$ cat src/rtl/rxpol_pkg.sv
package rxpol_pkg;

   typedef enum logic [1:0] {
      ST_ARMED  = 2'd0,
      ST_PULSE  = 2'd1,
      ST_LOCKED = 2'd2
   } pol_state_e;

endpackage

$ cat src/rtl/rxpol_vote.sv
module rxpol_vote #(
   parameter int PULSE_VOTES = 3
) (
   input  logic clk,
   input  logic rst_n,
   input  logic clear,
   input  logic pulse_vld,
   input  logic pulse_neg,
   output logic vote_done
);
   localparam int CNT_W = $clog2(PULSE_VOTES + 1);
   localparam logic [CNT_W-1:0] TARGET = CNT_W'(PULSE_VOTES);

   logic [CNT_W-1:0] cnt_q, cnt_nxt;
   logic             last_q;
   logic             restart;

   always_comb begin
      restart = (cnt_q == '0) || (pulse_neg != last_q);
      if (restart)
         cnt_nxt = CNT_W'(1);
      else if (cnt_q == TARGET)
         cnt_nxt = cnt_q;
      else
         cnt_nxt = cnt_q + CNT_W'(1);
      vote_done = pulse_vld && !clear && (cnt_nxt == TARGET);
   end

   always_ff @(posedge clk) begin
      if (!rst_n || clear) begin
         cnt_q  <= '0;
         last_q <= 1'b0;
      end else if (pulse_vld) begin
         cnt_q  <= cnt_nxt;
         last_q <= pulse_neg;
      end
   end

endmodule

$ cat src/rtl/rxpol_fsm.sv
module rxpol_fsm
   import rxpol_pkg::*;
(
   input  logic clk,
   input  logic rst_n,
   input  logic link_fail,
   input  logic pulse_vld,
   input  logic pulse_neg,
   input  logic etd_vld,
   input  logic etd_neg,
   input  logic vote_done,
   output logic reversed,
   output logic armed,
   output logic locked,
   output logic pulse_ok
);
   pol_state_e st_q, st_d;
   logic       rev_q, rev_d;

   always_comb begin
      st_d  = st_q;
      rev_d = rev_q;
      if (link_fail) begin
         st_d = ST_ARMED;
      end else if (etd_vld && st_q != ST_LOCKED) begin
         st_d  = ST_LOCKED;
         rev_d = etd_neg;
      end else if (st_q == ST_ARMED && vote_done) begin
         st_d  = ST_PULSE;
         rev_d = pulse_neg;
      end
   end

   always_ff @(posedge clk) begin
      if (!rst_n) begin
         st_q  <= ST_ARMED;
         rev_q <= 1'b0;
      end else begin
         st_q  <= st_d;
         rev_q <= rev_d;
      end
   end

   assign reversed = rev_q;
   assign armed    = (st_q == ST_ARMED);
   assign locked   = (st_q == ST_LOCKED);
   assign pulse_ok = pulse_vld && (armed || (pulse_neg == rev_q));

endmodule

$ cat src/rtl/rx_polarity_corrector.sv
module rx_polarity_corrector #(
   parameter int DATA_W      = 4,
   parameter int PULSE_VOTES = 3
) (
   input  logic              clk,
   input  logic              rst_n,
   input  logic              link_fail,
   input  logic              pulse_vld,
   input  logic              pulse_neg,
   input  logic              etd_vld,
   input  logic              etd_neg,
   input  logic [DATA_W-1:0] rx_raw,
   output logic [DATA_W-1:0] rx_fixed,
   output logic              pulse_ok,
   output logic              pol_reversed
);
   generate
      if (DATA_W < 1) begin : g_bad_width
         $error("DATA_W must be at least 1");
      end
      if (PULSE_VOTES < 1) begin : g_bad_votes
         $error("PULSE_VOTES must be at least 1");
      end
   endgenerate

   logic st_armed, st_locked, vote_done, rev_w;

   rxpol_vote #(.PULSE_VOTES(PULSE_VOTES)) u_vote (
      .clk       (clk),
      .rst_n     (rst_n),
      .clear     (link_fail || !st_armed),
      .pulse_vld (pulse_vld),
      .pulse_neg (pulse_neg),
      .vote_done (vote_done)
   );

   rxpol_fsm u_fsm (
      .clk       (clk),
      .rst_n     (rst_n),
      .link_fail (link_fail),
      .pulse_vld (pulse_vld),
      .pulse_neg (pulse_neg),
      .etd_vld   (etd_vld),
      .etd_neg   (etd_neg),
      .vote_done (vote_done),
      .reversed  (rev_w),
      .armed     (st_armed),
      .locked    (st_locked),
      .pulse_ok  (pulse_ok)
   );

   for (genvar i = 0; i < DATA_W; i++) begin : g_lane
      assign rx_fixed[i] = rx_raw[i] ^ rev_w;
   end

   assign pol_reversed = rev_w;

endmodule

$ cat config.mk
export PLATFORM = sky130hd
export DESIGN_NAME = rx_polarity_corrector
export DESIGN_NICKNAME = d
export VERILOG_FILES = /design/src/rtl/rxpol_pkg.sv /design/src/rtl/rxpol_vote.sv /design/src/rtl/rxpol_fsm.sv /design/src/rtl/rx_polarity_corrector.sv
export SDC_FILE = /design/constraint.sdc
export NUM_CORES = 1
export LEC_CHECK = 0
export ABC_AREA = 1
export ABC_CLOCK_PERIOD_IN_PS = 900
export CORE_AREA = 5 5 42 44
export CTS_BUF_LIST = sky130_fd_sc_hd__clkbuf_16
export CTS_CLUSTER_DIAMETER = 100
export DETAILED_ROUTE_END_ITERATION = 12
export DIE_AREA = 0 0 47 49
export PLACE_DENSITY = 0.66
export SYNTH_ARGS = -nofsm -noshare
export SYNTH_HDL_FRONTEND = slang
export SYNTH_SLANG_ARGS = --single-unit
$ cat constraint.sdc
create_clock -name clk -period 0.9 [get_ports clk]
set_input_delay 0.135 -clock clk [delete_from_list [all_inputs] [get_ports clk]]
set_output_delay 0.135 -clock clk [all_outputs]
set_load 0.005 [all_outputs]
* Yosys cells after proc, flatten, opt, wreduce, memory -nomap -nowiden *
Index checks and enable logic that the tools add are counted.

word-level totals
  bits in registers = 6
  bits of input ports = 11
  output and inout port bits = 6
  logic and storage cells = 41

operators by class
  $add $sub $neg = 1
  equality and inequality tests = 5
  multiplexer cells = 6
  bitwise operators = 6
  reduce and logical (&&, ||, !) cells = 18

operator list
  kind                   number
  $mux W2                4
  $logic_and A1 B1 Y1    5
  $eq A2 B2 Y1 const B   2
  $logic_not A2 Y1       2
  $logic_or A1 B1 Y1     4
  $xor A1 B1 Y1          4
  $logic_not A1 Y1       3
  $reduce_or A3 Y1       1
  $add A2 B1 Y2 const B  1
  $mux W1                2
  $ne A2 B2 Y1 const B   1
  $not A1 Y1             2
  $reduce_and A2 Y1      1
  $reduce_bool A2 Y1     1
  $reduce_or A2 Y1       1
  $eq A1 B1 Y1           1
  $ne A1 B1 Y1           1

* Logic depth before layout (Yosys ltp) *
Gate-level depths: netlist (run 1).

  depth in word-level cells = 9
  depth in mapped cells = 9
  depth with buffers taken out = 9

* Modules after synthesis *
A second synthesis (run 1) with hierarchy kept.

second synthesis, totals
  cells, all modules = 71
  area, all modules = 415.4 um2

by module, submodules not included
  module                 times used  cells each  area an instance (um2)  sequential area each (um2)
  rxpol_fsm              1           26          180.2                   60.1
  rxpol_vote             1           26          163.9                   60.1
  rx_polarity_corrector  1           19          71.3                    0.0

* Least setup slack after synthesis (run 1) *
No wires, ideal clock.

  path type = reg2reg
  start = register u_fsm.st_q[0]
  end = register u_fsm.rev_q, in the netlist u_fsm.reversed
  library setup time = 0.113 ns
  arrival = 0.871 ns
  required time = 0.787 ns
  slack = -0.084 ns
  stages on the path, launching flop included = 9
  path buffers = 0
  period minus slack after synthesis = 0.984 ns
  path through = dfxtp_1 > nor2_2 > nand2_1 > nor2_2 > nand2_2 > nand2_2 > nand3_1 > nand2_1 > nor2_1

on the way
  cells in the longest elaborated chain, start to end = 9
  elaborated cells between the ends (all ways) = 12
  those cells by class = eq/ne: 1; mux: 1; reduce/logical: 10

ends and longest elaborated chain
  element                              RTL line                          text
  start, declared                      rxpol_fsm.sv:17                   pol_state_e st_q, st_d;
  start signal, assigned               rxpol_fsm.sv:39                   st_q <= st_d;
  $logic_not A2 Y1                     rxpol_fsm.sv:28, rxpol_fsm.sv:45
  $logic_not A1 Y1                     rx_polarity_corrector.sv:31       .clear (link_fail || !st_armed),
  $logic_or A1 B1 Y1                   rx_polarity_corrector.sv:31
  $logic_not A1 Y1                     rxpol_vote.sv:26                  vote_done = pulse_vld && !clear && (cnt_nxt == TARGET);
  $logic_and A1 B1 Y1 (2 in series)    rxpol_vote.sv:26
  $logic_and A1 B1 Y1                  rxpol_fsm.sv:28                   end else if (st_q == ST_ARMED && vote_done) begin
  $reduce_bool A2 Y1 (no source line)  --
  $reduce_and A2 Y1 (no source line)   --
  end signal, assigned                 rxpol_fsm.sv:40                   rev_q <= rev_d;
  end, declared                        rxpol_fsm.sv:18                   logic rev_q, rev_d;

Parallel ways exist; a longest one is shown, timed or not.
A chain may end at the register's enable or synchronous reset.

* Worst setup path after layout (run 1) *
  start = register u_fsm.st_q[0]
  end = output pulse_ok

on the way
  cells in the longest elaborated chain, start to end = 3

ends and longest elaborated chain
  element              RTL line                     text
  $logic_not A2 Y1     rxpol_fsm.sv:45              assign armed = (st_q == ST_ARMED);
  $logic_or A1 B1 Y1   rxpol_fsm.sv:47              assign pulse_ok = pulse_vld && (armed || (pulse_neg == rev_q));
  $logic_and A1 B1 Y1  rxpol_fsm.sv:47
  end, declared        rx_polarity_corrector.sv:14  output logic pulse_ok,

No other way between the ends.

==> results of run 1 <==
==> stage by stage <==
stage          hold slack (ps)  area [um2]  power, W
4_1_cts                    465         762   0.00126
6_report                   477         797   0.00126
3_5_place_dp               494         639  0.000528
5_1_grt                    486         797   0.00133
2_1_floorplan              256         384  0.000379
3_3_place_gp               497         639  0.000526
==> how the worst max path moves through the flow <==
stage,slack (ps),start,end,cells after the start
after floorplan,-60,u_vote.last_q$_SDFFE_PP0P_,u_fsm.reversed$_SDFFE_PN0P_,9
after global placement,-590,pulse_neg,pulse_ok,5
after detailed placement,-610,pulse_neg,pulse_ok,5
after CTS,-220,u_fsm.st_q[0]$_SDFFE_PP0P_,pulse_ok,5
after global routing,-290,u_fsm.st_q[0]$_SDFFE_PP0P_,u_fsm.reversed$_SDFFE_PN0P_,9
final,-220,u_fsm.st_q[0]$_SDFFE_PP0P_,pulse_ok,5
==> layout make-up <==
cell class,instances,area [um2],area share
multi-input cells,36,269,0.338
repair buffers,31,265,0.333
flip-flops and latches,6,130,0.163
clock buffers,3,75.1,0.0942
inverters,10,37.5,0.0471
well taps,16,20.0,0.0251
==> cells by family (layout without fill, tap and decap cells) <==
logic type / count (synthesis) / in the layout / share of synthesized area
buf+inv: 11 / 44 / 0.117
xor+xnor: 5 / 5 / 0.114
compound gates: 10 / 10 / 0.166
simple gates: 21 / 21 / 0.290
flops: 6 / 6 / 0.313
==> worst reg2reg max path, stage by stage, from the launching register on <==
cell and delay, ps:
sky130_fd_sc_hd__dfxtp_4 340, sky130_fd_sc_hd__nor2_4 90, sky130_fd_sc_hd__buf_4 130, sky130_fd_sc_hd__nand2_4 50, sky130_fd_sc_hd__nor2_4 110, sky130_fd_sc_hd__nand2_2 50
sky130_fd_sc_hd__nand2_2 70, sky130_fd_sc_hd__nand3_2 50, sky130_fd_sc_hd__nand2_1 60, sky130_fd_sc_hd__nor2_1 30
==> flip-flops by register name (all words and copies together) (netlist names) <==
| signal | cells |
|---|---|
| u_fsm.reversed | 1 |
| u_fsm.st_q | 2 |
| u_vote.cnt_q | 2 |
| u_vote.last_q | 1 |
==> Yosys cell counts <==
cell | count | area (um2)
sky130_fd_sc_hd__a21oi_1 | 4 | 20.0
sky130_fd_sc_hd__a21oi_2 | 1 | 8.76
sky130_fd_sc_hd__buf_4 | 1 | 7.51
sky130_fd_sc_hd__dfxtp_1 | 6 | 120
sky130_fd_sc_hd__inv_1 | 9 | 33.8
sky130_fd_sc_hd__inv_2 | 1 | 3.75
sky130_fd_sc_hd__nand2_1 | 6 | 22.5
sky130_fd_sc_hd__nand2_2 | 4 | 25.0
sky130_fd_sc_hd__nand3_1 | 1 | 5.00
sky130_fd_sc_hd__nor2_1 | 6 | 22.5
sky130_fd_sc_hd__nor2_2 | 2 | 12.5
sky130_fd_sc_hd__nor2_4 | 1 | 11.3
sky130_fd_sc_hd__nor3b_2 | 1 | 12.5
sky130_fd_sc_hd__o211ai_1 | 1 | 7.51
sky130_fd_sc_hd__o21ai_0 | 2 | 10.0
sky130_fd_sc_hd__o21ai_2 | 2 | 17.5
sky130_fd_sc_hd__xnor2_1 | 1 | 8.76
sky130_fd_sc_hd__xor2_1 | 4 | 35.0
==> power breakdown <==
| part | internal (W) | switching (W) | total (W) |
|---|---|---|---|
| sequential | 0.000276 | 0.00000922 | 0.000286 |
| combinational | 0.000150 | 0.000108 | 0.000258 |
| clock | 0.000570 | 0.000147 | 0.000717 |
| total | 0.000997 | 0.000264 | 0.00126 |
==> metal layers <==
layer | GRT usage | routed length, um | vias to the layer above
li1 | - | - | 231
met1 | 0.0903 | 374 | 203
met2 | 0.172 | 537 | 14
met3 | 0.0627 | 125 | 2
met4 | 0.0553 | 14 | 0
met5 | 0 | 0 | -
==> what timing repair did <==
action	CTS	global route
setup endpoints to repair	12	12
hold endpoints to repair	0	0
setup buffers	3	2
pin swaps	10	6
resized for setup	45	10
==> report_table.html, run 1 <==
<table>
<tr><th>Metric</th><th>Value</th></tr>
<tr><th colspan="2">Run status</th></tr>
<tr><td>Outcome</td><td>finished, violations left</td></tr>
<tr><td>Violations in the final reports</td><td>setup timing</td></tr>
<tr><th colspan="2">Clock network</th></tr>
<tr><td>Level count of the clock H-tree</td><td>1</td></tr>
<tr><td>Maximum root-to-sink buffer count</td><td>2</td></tr>
<tr><td>TritonCTS clock tree</td><td>built</td></tr>
<tr><td>Cell at the root of the clock tree</td><td>sky130_fd_sc_hd__clkbuf_16</td></tr>
<tr><td>TritonCTS Buffers</td><td>3</td></tr>
<tr><td>Worst-path clk slew</td><td>30 ps</td></tr>
<tr><td>CTS sink cnt</td><td>6</td></tr>
<tr><td>Hold-fix buffers at CTS</td><td>0</td></tr>
<tr><td>Clock latency reported for the late side of the worst-skew pair</td><td>230 ps</td></tr>
<tr><th colspan="2">Timing</th></tr>
<tr><td>Post-route setup TNS</td><td>-1430 ps</td></tr>
<tr><td>Final setup violation count</td><td>12</td></tr>
<tr><td>Final critical path time including I/O delays and setup</td><td>about 1100 ps</td></tr>
<tr><td>Fmax</td><td>approximately 0.89 GHz</td></tr>
<tr><td>Worst max-slew margin expressed relative to the limit</td><td>0.838</td></tr>
<tr><td>Unrepaired setup endpoints after global routing</td><td>yes</td></tr>
<tr><td>Setup ws final</td><td>-223 ps</td></tr>
<tr><td>Measured slew at the worst slew-check pin</td><td>242 ps</td></tr>
<tr><td>Max-slew violation count</td><td>0</td></tr>
<tr><td>Number of failing hold endpoints at the final stage</td><td>0</td></tr>
<tr><td>Clock skew</td><td>about 2.0 ps</td></tr>
<tr><td>Period utilisation layout</td><td>1.25</td></tr>
<tr><th colspan="2">Floorplanning</th></tr>
<tr><td>Placeable Area</td><td>0.00140 mm2</td></tr>
<tr><td>Die width</td><td>around 47 um</td></tr>
<tr><td>Die height</td><td>49 um</td></tr>
<tr><td>DIE AREA</td><td>0.00230 mm2</td></tr>
<tr><td>Number of standard-cell rows in the floorplan</td><td>14</td></tr>
<tr><td>Number of I/O pins</td><td>17</td></tr>
<tr><td>Effective utilization at floorplan</td><td>0.274</td></tr>
<tr><th colspan="2">Global routing</th></tr>
<tr><td>Vias in the first global route</td><td>roughly 460</td></tr>
<tr><td>Wire length of the first global-routing pass</td><td>1690 um</td></tr>
<tr><td>Maximum number of pins on one net before global-route repair</td><td>6</td></tr>
<tr><td>Grt ovf</td><td>0</td></tr>
<tr><td>All-layer global routing usage</td><td>0.103</td></tr>
<tr><td>Initial antenna violation count</td><td>0</td></tr>
<tr><th colspan="2">Setup path</th></tr>
<tr><td>CP peak stage delay</td><td>350 ps</td></tr>
<tr><td>Critical Path End Type</td><td>output pin</td></tr>
<tr><td>Number of buffer and inverter stages on the critical path</td><td>3</td></tr>
<tr><td>Capture point of the worst reg-to-reg path</td><td>u_fsm.reversed$_SDFFE_PN0P_</td></tr>
<tr><td>Largest delay share family, worst path</td><td>flip-flops</td></tr>
<tr><td>Crit Path Max Fanout</td><td>2</td></tr>
<tr><td>Depth of the worst register-to-register path</td><td>9</td></tr>
<tr><td>Worst EP arrival</td><td>between 900 and 1000 ps</td></tr>
<tr><td>CP max-delay cell</td><td>sky130_fd_sc_hd__dfxtp_4</td></tr>
<tr><td>CP Launch Type</td><td>register</td></tr>
<tr><td>Worst r2r src</td><td>u_fsm.st_q[0]$_SDFFE_PP0P_</td></tr>
<tr><td>Worst EP required</td><td>760 ps</td></tr>
<tr><td>Reg-to-reg slack, setup</td><td>-210 ps</td></tr>
<tr><td>Kind of critical path</td><td>reg2out</td></tr>
<tr><td>Cell chain of the critical path</td><td>nor2_4 -&gt; buf_6 -&gt; o21ai_2 -&gt; inv_1 -&gt; buf_2</td></tr>
<tr><th colspan="2">Worst hold path</th></tr>
<tr><td>Startpoint of the most critical hold path</td><td>pulse_neg</td></tr>
<tr><td>Number of instances on the worst hold path</td><td>4</td></tr>
<tr><td>Min-Delay Endpoint</td><td>u_vote.last_q$_SDFFE_PP0P_</td></tr>
<tr><td>Type of the tightest min-delay check</td><td>in2reg</td></tr>
<tr><th colspan="2">Final layout</th></tr>
<tr><td>Highest-count cells in the layout ignoring fill and taps</td><td>10 x sky130_fd_sc_hd__buf_4, 8 x sky130_fd_sc_hd__inv_1, 8 x sky130_fd_sc_hd__clkdlybuf4s50_1</td></tr>
<tr><td>Final instance count without filler cells</td><td>102</td></tr>
<tr><td>Net count reported at finish</td><td>a little under 100</td></tr>
<tr><td>Antenna diode count</td><td>0</td></tr>
<tr><td>Final standard cell utilization of the core</td><td>0.569</td></tr>
<tr><td>Syn-to-layout area delta</td><td>107%</td></tr>
<tr><td>Count of filler cells inserted in the layout</td><td>129</td></tr>
<tr><td>Most common cell after layout, fill and taps aside</td><td>sky130_fd_sc_hd__buf_4</td></tr>
<tr><td>Fraction of final layout cells with drive strength greater than 1</td><td>0.593</td></tr>
<tr><th colspan="2">Route</th></tr>
<tr><td>DRC violation count after routing</td><td>0</td></tr>
<tr><td>Mean routed wirelength per cell</td><td>10.3 um</td></tr>
<tr><td>Initial DRC Count</td><td>1</td></tr>
<tr><td>Routed via count divided by cell count</td><td>about 4.4</td></tr>
<tr><td>1st-pass router iterations</td><td>3</td></tr>
<tr><td>Total number of vias</td><td>450</td></tr>
<tr><td>Number of nets still failing antenna checks after routing</td><td>0</td></tr>
<tr><td>Routed wire length</td><td>1050 um</td></tr>
<tr><th colspan="2">Synth</th></tr>
<tr><td>Fraction of the yosys area taken by sequential cells</td><td>0.313</td></tr>
<tr><td>Flop and latch count out of synthesis</td><td>6</td></tr>
<tr><td>Count of cell types in the netlist</td><td>18</td></tr>
<tr><td>Number of warning messages in the yosys log</td><td>0</td></tr>
<tr><td>Post-synthesis area per instance</td><td>7.25 um2</td></tr>
<tr><td>Post-Syn Area</td><td>384 um2</td></tr>
<tr><td>Nets in the synthesized netlist</td><td>64</td></tr>
<tr><td>Gate Count Post-Synth</td><td>53</td></tr>
<tr><th colspan="2">Run</th></tr>
<tr><td>Max-cap violations</td><td>0</td></tr>
<tr><th colspan="2">Power and ir drop</th></tr>
<tr><td>Static leakage power</td><td>0.373 nW</td></tr>
<tr><td>Total power density per cell area</td><td>1580 mW/mm2</td></tr>
<tr><td>Largest vdd supply drop</td><td>1260 uV</td></tr>
<tr><th colspan="2">Placed design</th></tr>
<tr><td>PortBufs</td><td>16</td></tr>
<tr><td>Worst setup timing slack at the placement stage</td><td>-611 ps</td></tr>
<tr><td>Gp weighted congestion</td><td>0.723</td></tr>
<tr><td>Post-detail-place hpwl</td><td>714 um</td></tr>
<tr><td>Dpl cells</td><td>95</td></tr>
</table>
(Power assumes the default switching activity.)
==> inputs of run 2 (changes only) <==
--- a/config.mk
+++ b/config.mk
@@ -7,12 +7,15 @@
 export LEC_CHECK = 0
 export ABC_AREA = 1
 export ABC_CLOCK_PERIOD_IN_PS = 900
-export CORE_AREA = 5 5 42 44
+export CELL_PAD_IN_SITES_DETAIL_PLACEMENT = 2
+export CELL_PAD_IN_SITES_GLOBAL_PLACEMENT = 2
+export CORE_ASPECT_RATIO = 0.7
+export CORE_MARGIN = 5
+export CORE_UTILIZATION = 18
 export CTS_BUF_LIST = sky130_fd_sc_hd__clkbuf_16
 export CTS_CLUSTER_DIAMETER = 100
 export DETAILED_ROUTE_END_ITERATION = 12
-export DIE_AREA = 0 0 47 49
-export PLACE_DENSITY = 0.66
+export PLACE_DENSITY = 0.75
 export SYNTH_ARGS = -nofsm -noshare
 export SYNTH_HDL_FRONTEND = slang
 export SYNTH_SLANG_ARGS = --single-unit
==> run 2 against run 1 <==
Against the previous run:
- non-clock buffer count rose by 3
- largest cell class is now buffers
- via count is 6.7% higher
- clock power grew 2.8%
- clock-buffer cell count did not move
- clock skew is 0.67 ps lower
- critical path depth rose by 4
- worst setup slack got worse by 36 ps
- first-iteration DRC count grew to 3.0 times the previous value
- critical endpoint is now u_fsm.reversed$_SDFFE_PN0P_
- worst hold slack lost 7.0 ps
- the flow still finishes with violations (setup timing)
- cell count is 11% higher
==> report_table.html, run 2 (synthesis gave the netlist of run 1 again) <==
<table>
<tr><th>Metric</th><th>Value</th></tr>
<tr><th colspan="2">Timing</th></tr>
<tr><td>Clock skew</td><td>1.35 ps (-0.674 ps)</td></tr>
<tr><td>Unrepaired setup endpoints after global routing</td><td>yes</td></tr>
<tr><td>Number of failing hold endpoints at the final stage</td><td>0 (unchanged)</td></tr>
<tr><td>Final critical path time including I/O delays and setup</td><td>1160 ps (+36.0 ps)</td></tr>
<tr><td>Max-slew violation count</td><td>0 (unchanged)</td></tr>
<tr><td>Setup ws final</td><td>-259 ps (-36.0 ps)</td></tr>
<tr><td>Worst max-slew margin expressed relative to the limit</td><td>0.865 (+0.0274)</td></tr>
<tr><td>Fmax</td><td>0.863 GHz (-3.1%)</td></tr>
<tr><td>Measured slew at the worst slew-check pin</td><td>200 ps (-42.3 ps)</td></tr>
<tr><td>Final setup violation count</td><td>12 (unchanged)</td></tr>
<tr><td>Period utilisation layout</td><td>1.29 (+0.0400)</td></tr>
<tr><th colspan="2">Final layout</th></tr>
<tr><td>Syn-to-layout area delta</td><td>120%</td></tr>
<tr><td>Net count reported at finish</td><td>102 (+3.0%)</td></tr>
<tr><td>Fraction of final layout cells with drive strength greater than 1</td><td>0.618 (+0.0250)</td></tr>
<tr><td>Final instance count without filler cells</td><td>113 (+11%)</td></tr>
<tr><td>Registers with the highest flip-flop counts</td><td>u_fsm.st_q: 2 flops, u_vote.cnt_q: 2 flops</td></tr>
<tr><td>Highest-count cells in the layout ignoring fill and taps</td><td>12 x sky130_fd_sc_hd__buf_4, 8 x sky130_fd_sc_hd__clkdlybuf4s50_1, 7 x sky130_fd_sc_hd__buf_6</td></tr>
<tr><td>Final standard cell utilization of the core</td><td>0.405 (-0.164)</td></tr>
<tr><td>Most common cell after layout, fill and taps aside</td><td>sky130_fd_sc_hd__buf_4</td></tr>
<tr><td>Antenna diode count</td><td>0 (unchanged)</td></tr>
<tr><th colspan="2">Setup path</th></tr>
<tr><td>Number of buffer and inverter stages on the critical path</td><td>1 (-2)</td></tr>
<tr><td>Worst EP arrival</td><td>1280 ps (+290 ps)</td></tr>
<tr><td>Critical Path End Type</td><td>register</td></tr>
<tr><td>Cell chain of the critical path</td><td>nor2_4 -&gt; buf_6 -&gt; nand2_4 -&gt; nor2_4 -&gt; nand2_2 -&gt; nand2_2 -&gt; nand3_2 -&gt; nand2_1 -&gt; nor2_1</td></tr>
<tr><td>Crit Path Max Fanout</td><td>2 (unchanged)</td></tr>
<tr><td>CP max-delay cell</td><td>sky130_fd_sc_hd__dfxtp_4</td></tr>
<tr><td>CP peak stage delay</td><td>350 ps (about the same)</td></tr>
<tr><td>Largest delay share family, worst path</td><td>simple AND/OR/NAND/NOR gates</td></tr>
<tr><td>Kind of critical path</td><td>reg2reg</td></tr>
<tr><td>CP Launch Type</td><td>register</td></tr>
<tr><td>Worst EP required</td><td>1020 ps (+260 ps)</td></tr>
<tr><th colspan="2">Route</th></tr>
<tr><td>Initial DRC Count</td><td>3 (+2)</td></tr>
<tr><td>Number of nets still failing antenna checks after routing</td><td>0 (unchanged)</td></tr>
<tr><td>1st-pass router iterations</td><td>2 (-1)</td></tr>
<tr><td>DRC violation count after routing</td><td>0 (unchanged)</td></tr>
<tr><td>Total number of vias</td><td>480 (+6.7%)</td></tr>
<tr><td>Mean routed wirelength per cell</td><td>14.4 um (+40%)</td></tr>
<tr><td>Routed via count divided by cell count</td><td>4.25 (-3.7%)</td></tr>
<tr><td>Routed wire length</td><td>1630 um (+55%)</td></tr>
<tr><th colspan="2">Clock network</th></tr>
<tr><td>CTS sink cnt</td><td>6 (unchanged)</td></tr>
<tr><td>TritonCTS Buffers</td><td>3 (unchanged)</td></tr>
<tr><td>Maximum root-to-sink buffer count</td><td>2 (unchanged)</td></tr>
<tr><td>Cell at the root of the clock tree</td><td>sky130_fd_sc_hd__clkbuf_16</td></tr>
<tr><td>Level count of the clock H-tree</td><td>1 (unchanged)</td></tr>
<tr><td>Worst-path clk slew</td><td>30 ps (about the same)</td></tr>
<tr><td>Clock latency reported for the late side of the worst-skew pair</td><td>230 ps (about the same)</td></tr>
<tr><td>TritonCTS clock tree</td><td>built</td></tr>
<tr><td>Hold-fix buffers at CTS</td><td>0 (unchanged)</td></tr>
<tr><th colspan="2">Worst hold path</th></tr>
<tr><td>Type of the tightest min-delay check</td><td>in2reg</td></tr>
<tr><th colspan="2">Floorplanning</th></tr>
<tr><td>Placeable Area</td><td>0.00208 mm2 (+49%)</td></tr>
<tr><td>Number of standard-cell rows in the floorplan</td><td>14 (unchanged)</td></tr>
<tr><td>Die height</td><td>48.7 um (-0.71%)</td></tr>
<tr><td>Number of I/O pins</td><td>17 (unchanged)</td></tr>
<tr><td>Effective utilization at floorplan</td><td>0.184 (-0.0898)</td></tr>
<tr><td>DIE AREA</td><td>0.00317 mm2 (+38%)</td></tr>
<tr><td>Die width</td><td>65.2 um (+39%)</td></tr>
<tr><th colspan="2">Power and ir drop</th></tr>
<tr><td>Static leakage power</td><td>0.390 nW (+4.5%)</td></tr>
<tr><td>Total power density per cell area</td><td>1550 mW/mm2 (-2.1%)</td></tr>
<tr><td>Largest vdd supply drop</td><td>972 uV (-23%)</td></tr>
<tr><th colspan="2">Run status</th></tr>
<tr><td>Outcome</td><td>finished, violations left</td></tr>
<tr><td>Violations in the final reports</td><td>setup timing</td></tr>
<tr><th colspan="2">Placed design</th></tr>
<tr><td>Dpl cells</td><td>102 (+7.4%)</td></tr>
<tr><td>PortBufs</td><td>16 (unchanged)</td></tr>
<tr><td>Post-detail-place hpwl</td><td>1140 um (+60%)</td></tr>
<tr><td>Gp weighted congestion</td><td>0.701 (-3.0%)</td></tr>
<tr><th colspan="2">Global routing</th></tr>
<tr><td>Grt ovf</td><td>0 (unchanged)</td></tr>
<tr><td>Wire length of the first global-routing pass</td><td>2580 um (+53%)</td></tr>
<tr><td>Maximum number of pins on one net before global-route repair</td><td>6 (unchanged)</td></tr>
<tr><td>Initial antenna violation count</td><td>0 (unchanged)</td></tr>
<tr><td>All-layer global routing usage</td><td>0.113 (+0.0103)</td></tr>
<tr><td>Vias in the first global route</td><td>562 (+22%)</td></tr>
<tr><th colspan="2">Run</th></tr>
<tr><td>Max-cap violations</td><td>0 (unchanged)</td></tr>
</table>
[run 2: cell count changes in the layout (fill, tap and decap cells not counted), sizes merged]
cell / delta
buf: +3
[run 2: final timing paths]
check / startpoint / endpoint / slack (ps) / cells after the start
setup reg to reg: u_fsm.st_q[1]$_SDFFE_PP0P_ / u_fsm.reversed$_SDFFE_PN0P_ / -260 / 9
setup / recovery: u_fsm.st_q[1]$_SDFFE_PP0P_ / u_fsm.reversed$_SDFFE_PN0P_ / -260 / 9
hold / removal: rst_n / u_fsm.reversed$_SDFFE_PN0P_ / 470 / 3
hold reg to reg: u_fsm.st_q[1]$_SDFFE_PP0P_ / u_fsm.st_q[1]$_SDFFE_PP0P_ / 520 / 2
[run 2: final cells by class]
type / count / area (um2)
multi-input combinational: 36 / 279
inverter: 10 / 37.5
tap: 24 / 30.0
timing repair buffer: 34 / 292
fill: 245 / 1240
sequential: 6 / 131
clock buffer: 3 / 75.1
[run 2: what timing repair did]
action,CTS,global route
buffers inserted,3,6
setup endpoints to repair,12,12
pin swaps,13,8
resized for setup,45,13
gates cloned,0,0
[run 2: layer usage]
layer / share of wire / GRT usage
met3: 0.078 / 0.0509
met5: 0 / 0
met1: 0.42 / 0.117
met2: 0.47 / 0.180
met4: 0.031 / 0.0828
[run 2: power breakdown]
part	total (W)	internal [W]	switching (W)
combinational	0.000284	0.000164	0.000121
clock	0.000737	0.000572	0.000165
sequential	0.000287	0.000273	0.0000148
[run 2: metrics by stage]
stage / TNS [ps] / total power [W] / worst slack, ps / area, um2 / hold WS (ps)
finish: -2260 / 0.00131 / -259 / 845 / 470
global route: -3010 / 0.00138 / -356 / 845 / 489
CTS: -2180 / 0.00131 / -283 / 779 / 469
detailed placement: -5550 / 0.000536 / -655 / 642 / 513
global placement: -5100 / 0.000525 / -600 / 642 / 495
floorplan: -66.5 / 0.000379 / -60.9 / 384 / 256
[run 2: worst reg2reg max path, cell delays in order (launching register included)]
cell	delay [ps]
sky130_fd_sc_hd__dfxtp_4	350
sky130_fd_sc_hd__nor2_4	150
sky130_fd_sc_hd__buf_6	120
sky130_fd_sc_hd__nand2_4	40
sky130_fd_sc_hd__nor2_4	90
sky130_fd_sc_hd__nand2_2	60
sky130_fd_sc_hd__nand2_2	80
sky130_fd_sc_hd__nand3_2	50
sky130_fd_sc_hd__nand2_1	70
sky130_fd_sc_hd__nor2_1	40
==> inputs of run 3 (changes only) <==
--- a/config.mk
+++ b/config.mk
@@ -10,11 +10,12 @@
 export CELL_PAD_IN_SITES_DETAIL_PLACEMENT = 2
 export CELL_PAD_IN_SITES_GLOBAL_PLACEMENT = 2
 export CORE_ASPECT_RATIO = 0.7
-export CORE_MARGIN = 5
 export CORE_UTILIZATION = 18
 export CTS_BUF_LIST = sky130_fd_sc_hd__clkbuf_16
 export CTS_CLUSTER_DIAMETER = 100
 export DETAILED_ROUTE_END_ITERATION = 12
+export GPL_ROUTABILITY_DRIVEN = 0
+export GPL_TIMING_DRIVEN = 0
 export PLACE_DENSITY = 0.75
 export SYNTH_ARGS = -nofsm -noshare
 export SYNTH_HDL_FRONTEND = slang
==> run 3 against run 2 <==
Against the previous run:
- the run ends with DRC, setup timing left
- first-iteration DRC count rose to 4.3 times the previous value
- worst hold slack got worse by 16 ps
- critical path depth fell by 4
- worst setup slack got worse by 62 ps
- sequential power barely moved
- design area fell by 10%
- global-route usage rose by 1.1 points
- via count fell by 7.7%
- sequential cell count did not move
- die area fell by 27%
- maximum frequency fell by 5.1%
- largest cell class is now multi-input combinational cells
==> report_table.html, run 3 (synthesis gave the netlist of run 1 again) <==
<table>
<tr><th>Metric</th><th>Value</th></tr>
<tr><th colspan="2">Worst hold path</th></tr>
<tr><td>Type of the tightest min-delay check</td><td>in2reg</td></tr>
<tr><td>Startpoint of the most critical hold path</td><td>pulse_neg</td></tr>
<tr><th colspan="2">Final layout</th></tr>
<tr><td>Highest-count cells in the layout ignoring fill and taps</td><td>8 x sky130_fd_sc_hd__clkdlybuf4s50_1, 6 x sky130_fd_sc_hd__nand2_2</td></tr>
<tr><td>Fraction of final layout cells with drive strength greater than 1</td><td>0.582 (-0.0357)</td></tr>
<tr><td>Antenna diode count</td><td>0 (unchanged)</td></tr>
<tr><td>Registers with the highest flip-flop counts</td><td>u_fsm.st_q: 2 flops, u_vote.cnt_q: 2 flops</td></tr>
<tr><td>Net count reported at finish</td><td>92 (-9.8%)</td></tr>
<tr><td>Syn-to-layout area delta</td><td>97.4%</td></tr>
<tr><td>Most common cell after layout, fill and taps aside</td><td>sky130_fd_sc_hd__clkdlybuf4s50_1</td></tr>
<tr><th colspan="2">Run status</th></tr>
<tr><td>Outcome</td><td>finished, violations left</td></tr>
<tr><td>Violations in the final reports</td><td>DRC, setup timing</td></tr>
<tr><th colspan="2">Route</th></tr>
<tr><td>1st-pass router iterations</td><td>10 (+8)</td></tr>
<tr><td>Highest routing layer actually used</td><td>met4</td></tr>
<tr><td>Routed via count divided by cell count</td><td>4.39 (+3.3%)</td></tr>
<tr><td>DRC violation count after routing</td><td>4 (+4)</td></tr>
<tr><td>Met2 routed wirelength</td><td>673 um (-13%)</td></tr>
<tr><td>Mean routed wirelength per cell</td><td>13.0 um (-9.7%)</td></tr>
<tr><td>Number of nets still failing antenna checks after routing</td><td>0 (unchanged)</td></tr>
<tr><td>Total number of vias</td><td>443 (-7.7%)</td></tr>
<tr><td>Initial DRC Count</td><td>13 (+10)</td></tr>
<tr><td>Met3 wirelength from detailed routing</td><td>118 um (-7.1%)</td></tr>
<tr><td>Routed wire length</td><td>1310 um (-19%)</td></tr>
<tr><td>Wire length the detailed router placed on met1</td><td>511 um (-25%)</td></tr>
<tr><th colspan="2">Clock network</th></tr>
<tr><td>Maximum root-to-sink buffer count</td><td>2 (unchanged)</td></tr>
<tr><td>Worst-path clk slew</td><td>40 ps (about the same)</td></tr>
<tr><td>TritonCTS clock tree</td><td>built</td></tr>
<tr><td>Cell at the root of the clock tree</td><td>sky130_fd_sc_hd__clkbuf_16</td></tr>
<tr><td>Hold-fix buffers at CTS</td><td>0 (unchanged)</td></tr>
<tr><td>Clock latency reported for the late side of the worst-skew pair</td><td>230 ps (about the same)</td></tr>
<tr><td>Level count of the clock H-tree</td><td>1 (unchanged)</td></tr>
<tr><td>CTS sink cnt</td><td>6 (unchanged)</td></tr>
<tr><td>TritonCTS Buffers</td><td>3 (unchanged)</td></tr>
<tr><th colspan="2">Power and ir drop</th></tr>
<tr><td>Switching Power</td><td>0.000283 W (-5.9%)</td></tr>
<tr><td>Net switching share of the total power</td><td>0.223 (-0.00620)</td></tr>
<tr><td>Largest vdd supply drop</td><td>998 uV (+2.7%)</td></tr>
<tr><td>Cell-internal power</td><td>0.000983 W (-2.5%)</td></tr>
<tr><td>Total power density per cell area</td><td>1670 mW/mm2 (+7.8%)</td></tr>
<tr><td>Clock group share of total power</td><td>0.575 (+0.012)</td></tr>
<tr><td>Static leakage power</td><td>0.341 nW (-12%)</td></tr>
<tr><td>Total design power</td><td>0.00127 W (-3.2%)</td></tr>
<tr><td>Proportion of power drawn by combinational gates</td><td>0.201 (-0.016)</td></tr>
<tr><td>Sequential group share of total power</td><td>0.224 (+0.004)</td></tr>
<tr><th colspan="2">Setup path</th></tr>
<tr><td>Worst setup path startpoint</td><td>u_fsm.reversed$_SDFFE_PN0P_</td></tr>
<tr><td>Kind of critical path</td><td>reg2out</td></tr>
<tr><td>Worst EP arrival</td><td>1090 ps (-190 ps)</td></tr>
<tr><td>Worst r2r src</td><td>u_fsm.st_q[1]$_SDFFE_PP0P_</td></tr>
<tr><td>Worst EP required</td><td>760 ps (-260 ps)</td></tr>
<tr><td>CP Launch Type</td><td>register</td></tr>
<tr><td>Critical Path End Type</td><td>output pin</td></tr>
<tr><td>Crit Path Max Fanout</td><td>6 (+4)</td></tr>
<tr><th colspan="2">Timing</th></tr>
<tr><td>Worst max-slew margin expressed relative to the limit</td><td>0.838 (-0.0273)</td></tr>
<tr><td>Number of failing hold endpoints at the final stage</td><td>0 (unchanged)</td></tr>
<tr><td>Measured slew at the worst slew-check pin</td><td>243 ps (+43.1 ps)</td></tr>
<tr><td>Post-route setup TNS</td><td>-2000 ps (+253 ps)</td></tr>
<tr><td>Max-slew violation count</td><td>0 (unchanged)</td></tr>
<tr><td>Final setup violation count</td><td>11 (-1)</td></tr>
<tr><td>Unrepaired setup endpoints after global routing</td><td>yes</td></tr>
<tr><td>Final critical path time including I/O delays and setup</td><td>1220 ps (+61.7 ps)</td></tr>
<tr><td>Period utilisation layout</td><td>1.36 (+0.0686)</td></tr>
<tr><td>Setup ws final</td><td>-321 ps (-61.7 ps)</td></tr>
<tr><td>Fmax</td><td>0.819 GHz (-5.1%)</td></tr>
<tr><td>Clock skew</td><td>3.10 ps (+1.75 ps)</td></tr>
<tr><th colspan="2">Run</th></tr>
<tr><td>Max-cap violations</td><td>0 (unchanged)</td></tr>
<tr><th colspan="2">Global routing</th></tr>
<tr><td>Initial antenna violation count</td><td>0 (unchanged)</td></tr>
<tr><td>Vias in the first global route</td><td>432 (-23%)</td></tr>
<tr><td>All-layer global routing usage</td><td>0.124 (+0.0110)</td></tr>
<tr><td>Grt ovf</td><td>0 (unchanged)</td></tr>
<tr><td>Wire length of the first global-routing pass</td><td>2010 um (-22%)</td></tr>
<tr><td>Maximum number of pins on one net before global-route repair</td><td>7 (+1)</td></tr>
<tr><th colspan="2">Placed design</th></tr>
<tr><td>PortBufs</td><td>16 (unchanged)</td></tr>
<tr><td>Post-detail-place hpwl</td><td>881 um (-23%)</td></tr>
<tr><th colspan="2">Floorplanning</th></tr>
<tr><td>Placeable Area</td><td>0.00194 mm2 (-7.1%)</td></tr>
<tr><td>DIE AREA</td><td>0.00233 mm2 (-27%)</td></tr>
<tr><td>Die height</td><td>40.7 um (-16%)</td></tr>
<tr><td>Die width</td><td>57.2 um (-12%)</td></tr>
<tr><td>Number of I/O pins</td><td>17 (unchanged)</td></tr>
<tr><td>Effective utilization at floorplan</td><td>0.198 (+0.0142)</td></tr>
<tr><td>Number of standard-cell rows in the floorplan</td><td>13 (-1)</td></tr>
</table>
-- run 3: final timing paths --
kind	end	slack, ps	cells past startpoint
setup reg to reg	u_fsm.reversed$_SDFFE_PN0P_	-210	8
hold / removal	u_vote.last_q$_SDFFE_PP0P_	450	3
setup / recovery	pulse_ok	-320	5
hold reg to reg	u_fsm.st_q[1]$_SDFFE_PP0P_	520	2
-- run 3: per-stage QoR --
| stage | hold WS (ps) | area, um2 | setup slack, ps | cells | util |
|---|---|---|---|---|---|
| 2_1_floorplan | 256 | 384 | -60.9 | 53 | - |
| 3_3_place_gp | 497 | 572 | -721 | 91 | 0.295 |
| 6_report | 454 | 758 | -321 | 101 | 0.392 |
| 5_1_grt | 513 | 758 | -375 | 101 | 0.392 |
| 3_5_place_dp | 542 | 572 | -751 | 91 | 0.295 |
| 4_1_cts | 459 | 729 | -342 | 100 | 0.377 |
-- run 3: critical path, stage by stage (launching register included) --
cell                      delay, ps
sky130_fd_sc_hd__dfxtp_2        310
sky130_fd_sc_hd__buf_6          130
sky130_fd_sc_hd__xnor2_2        130
sky130_fd_sc_hd__o21ai_1        120
sky130_fd_sc_hd__inv_1           50
sky130_fd_sc_hd__buf_2          120
-- run 3: cell type report --
cell class,count,area [um2]
Timing Repair Buffer,23,191
Clock buffer,3,75.1
Buffer,1,11.3
Sequential cell,6,131
Multi-Input combinational cell,36,279
Tap cell,22,27.5
Inverter,10,42.5
Fill cell,230,1180
-- run 3: power by group through the flow --
stage	clock (W)	sequential, W	combinational, W
after floorplan	0	0.000287	0.0000924
after global placement	0	0.000287	0.000210
after detailed placement	0	0.000288	0.000216
after CTS	0.000733	0.000284	0.000244
after global routing	0.000755	0.000285	0.000277
final	0.000727	0.000284	0.000255
-- run 3: per-layer routing --
layer  vias to the layer above  global-route usage
met5                         -                   0
met4                         0              0.0549
met3                         2              0.0536
met2                        15               0.218
met1                       213               0.138
li1                        213                   -
-- run 3: repair_timing --
action | CTS | global route
gates resized for setup | 46 | 8
pin swaps | 10 | 8
buffers inserted | 6 | 2
hold endpoints to repair | 0 | 0
gates cloned | 0 | 0
endpoints found under the setup margin | 12 | 12
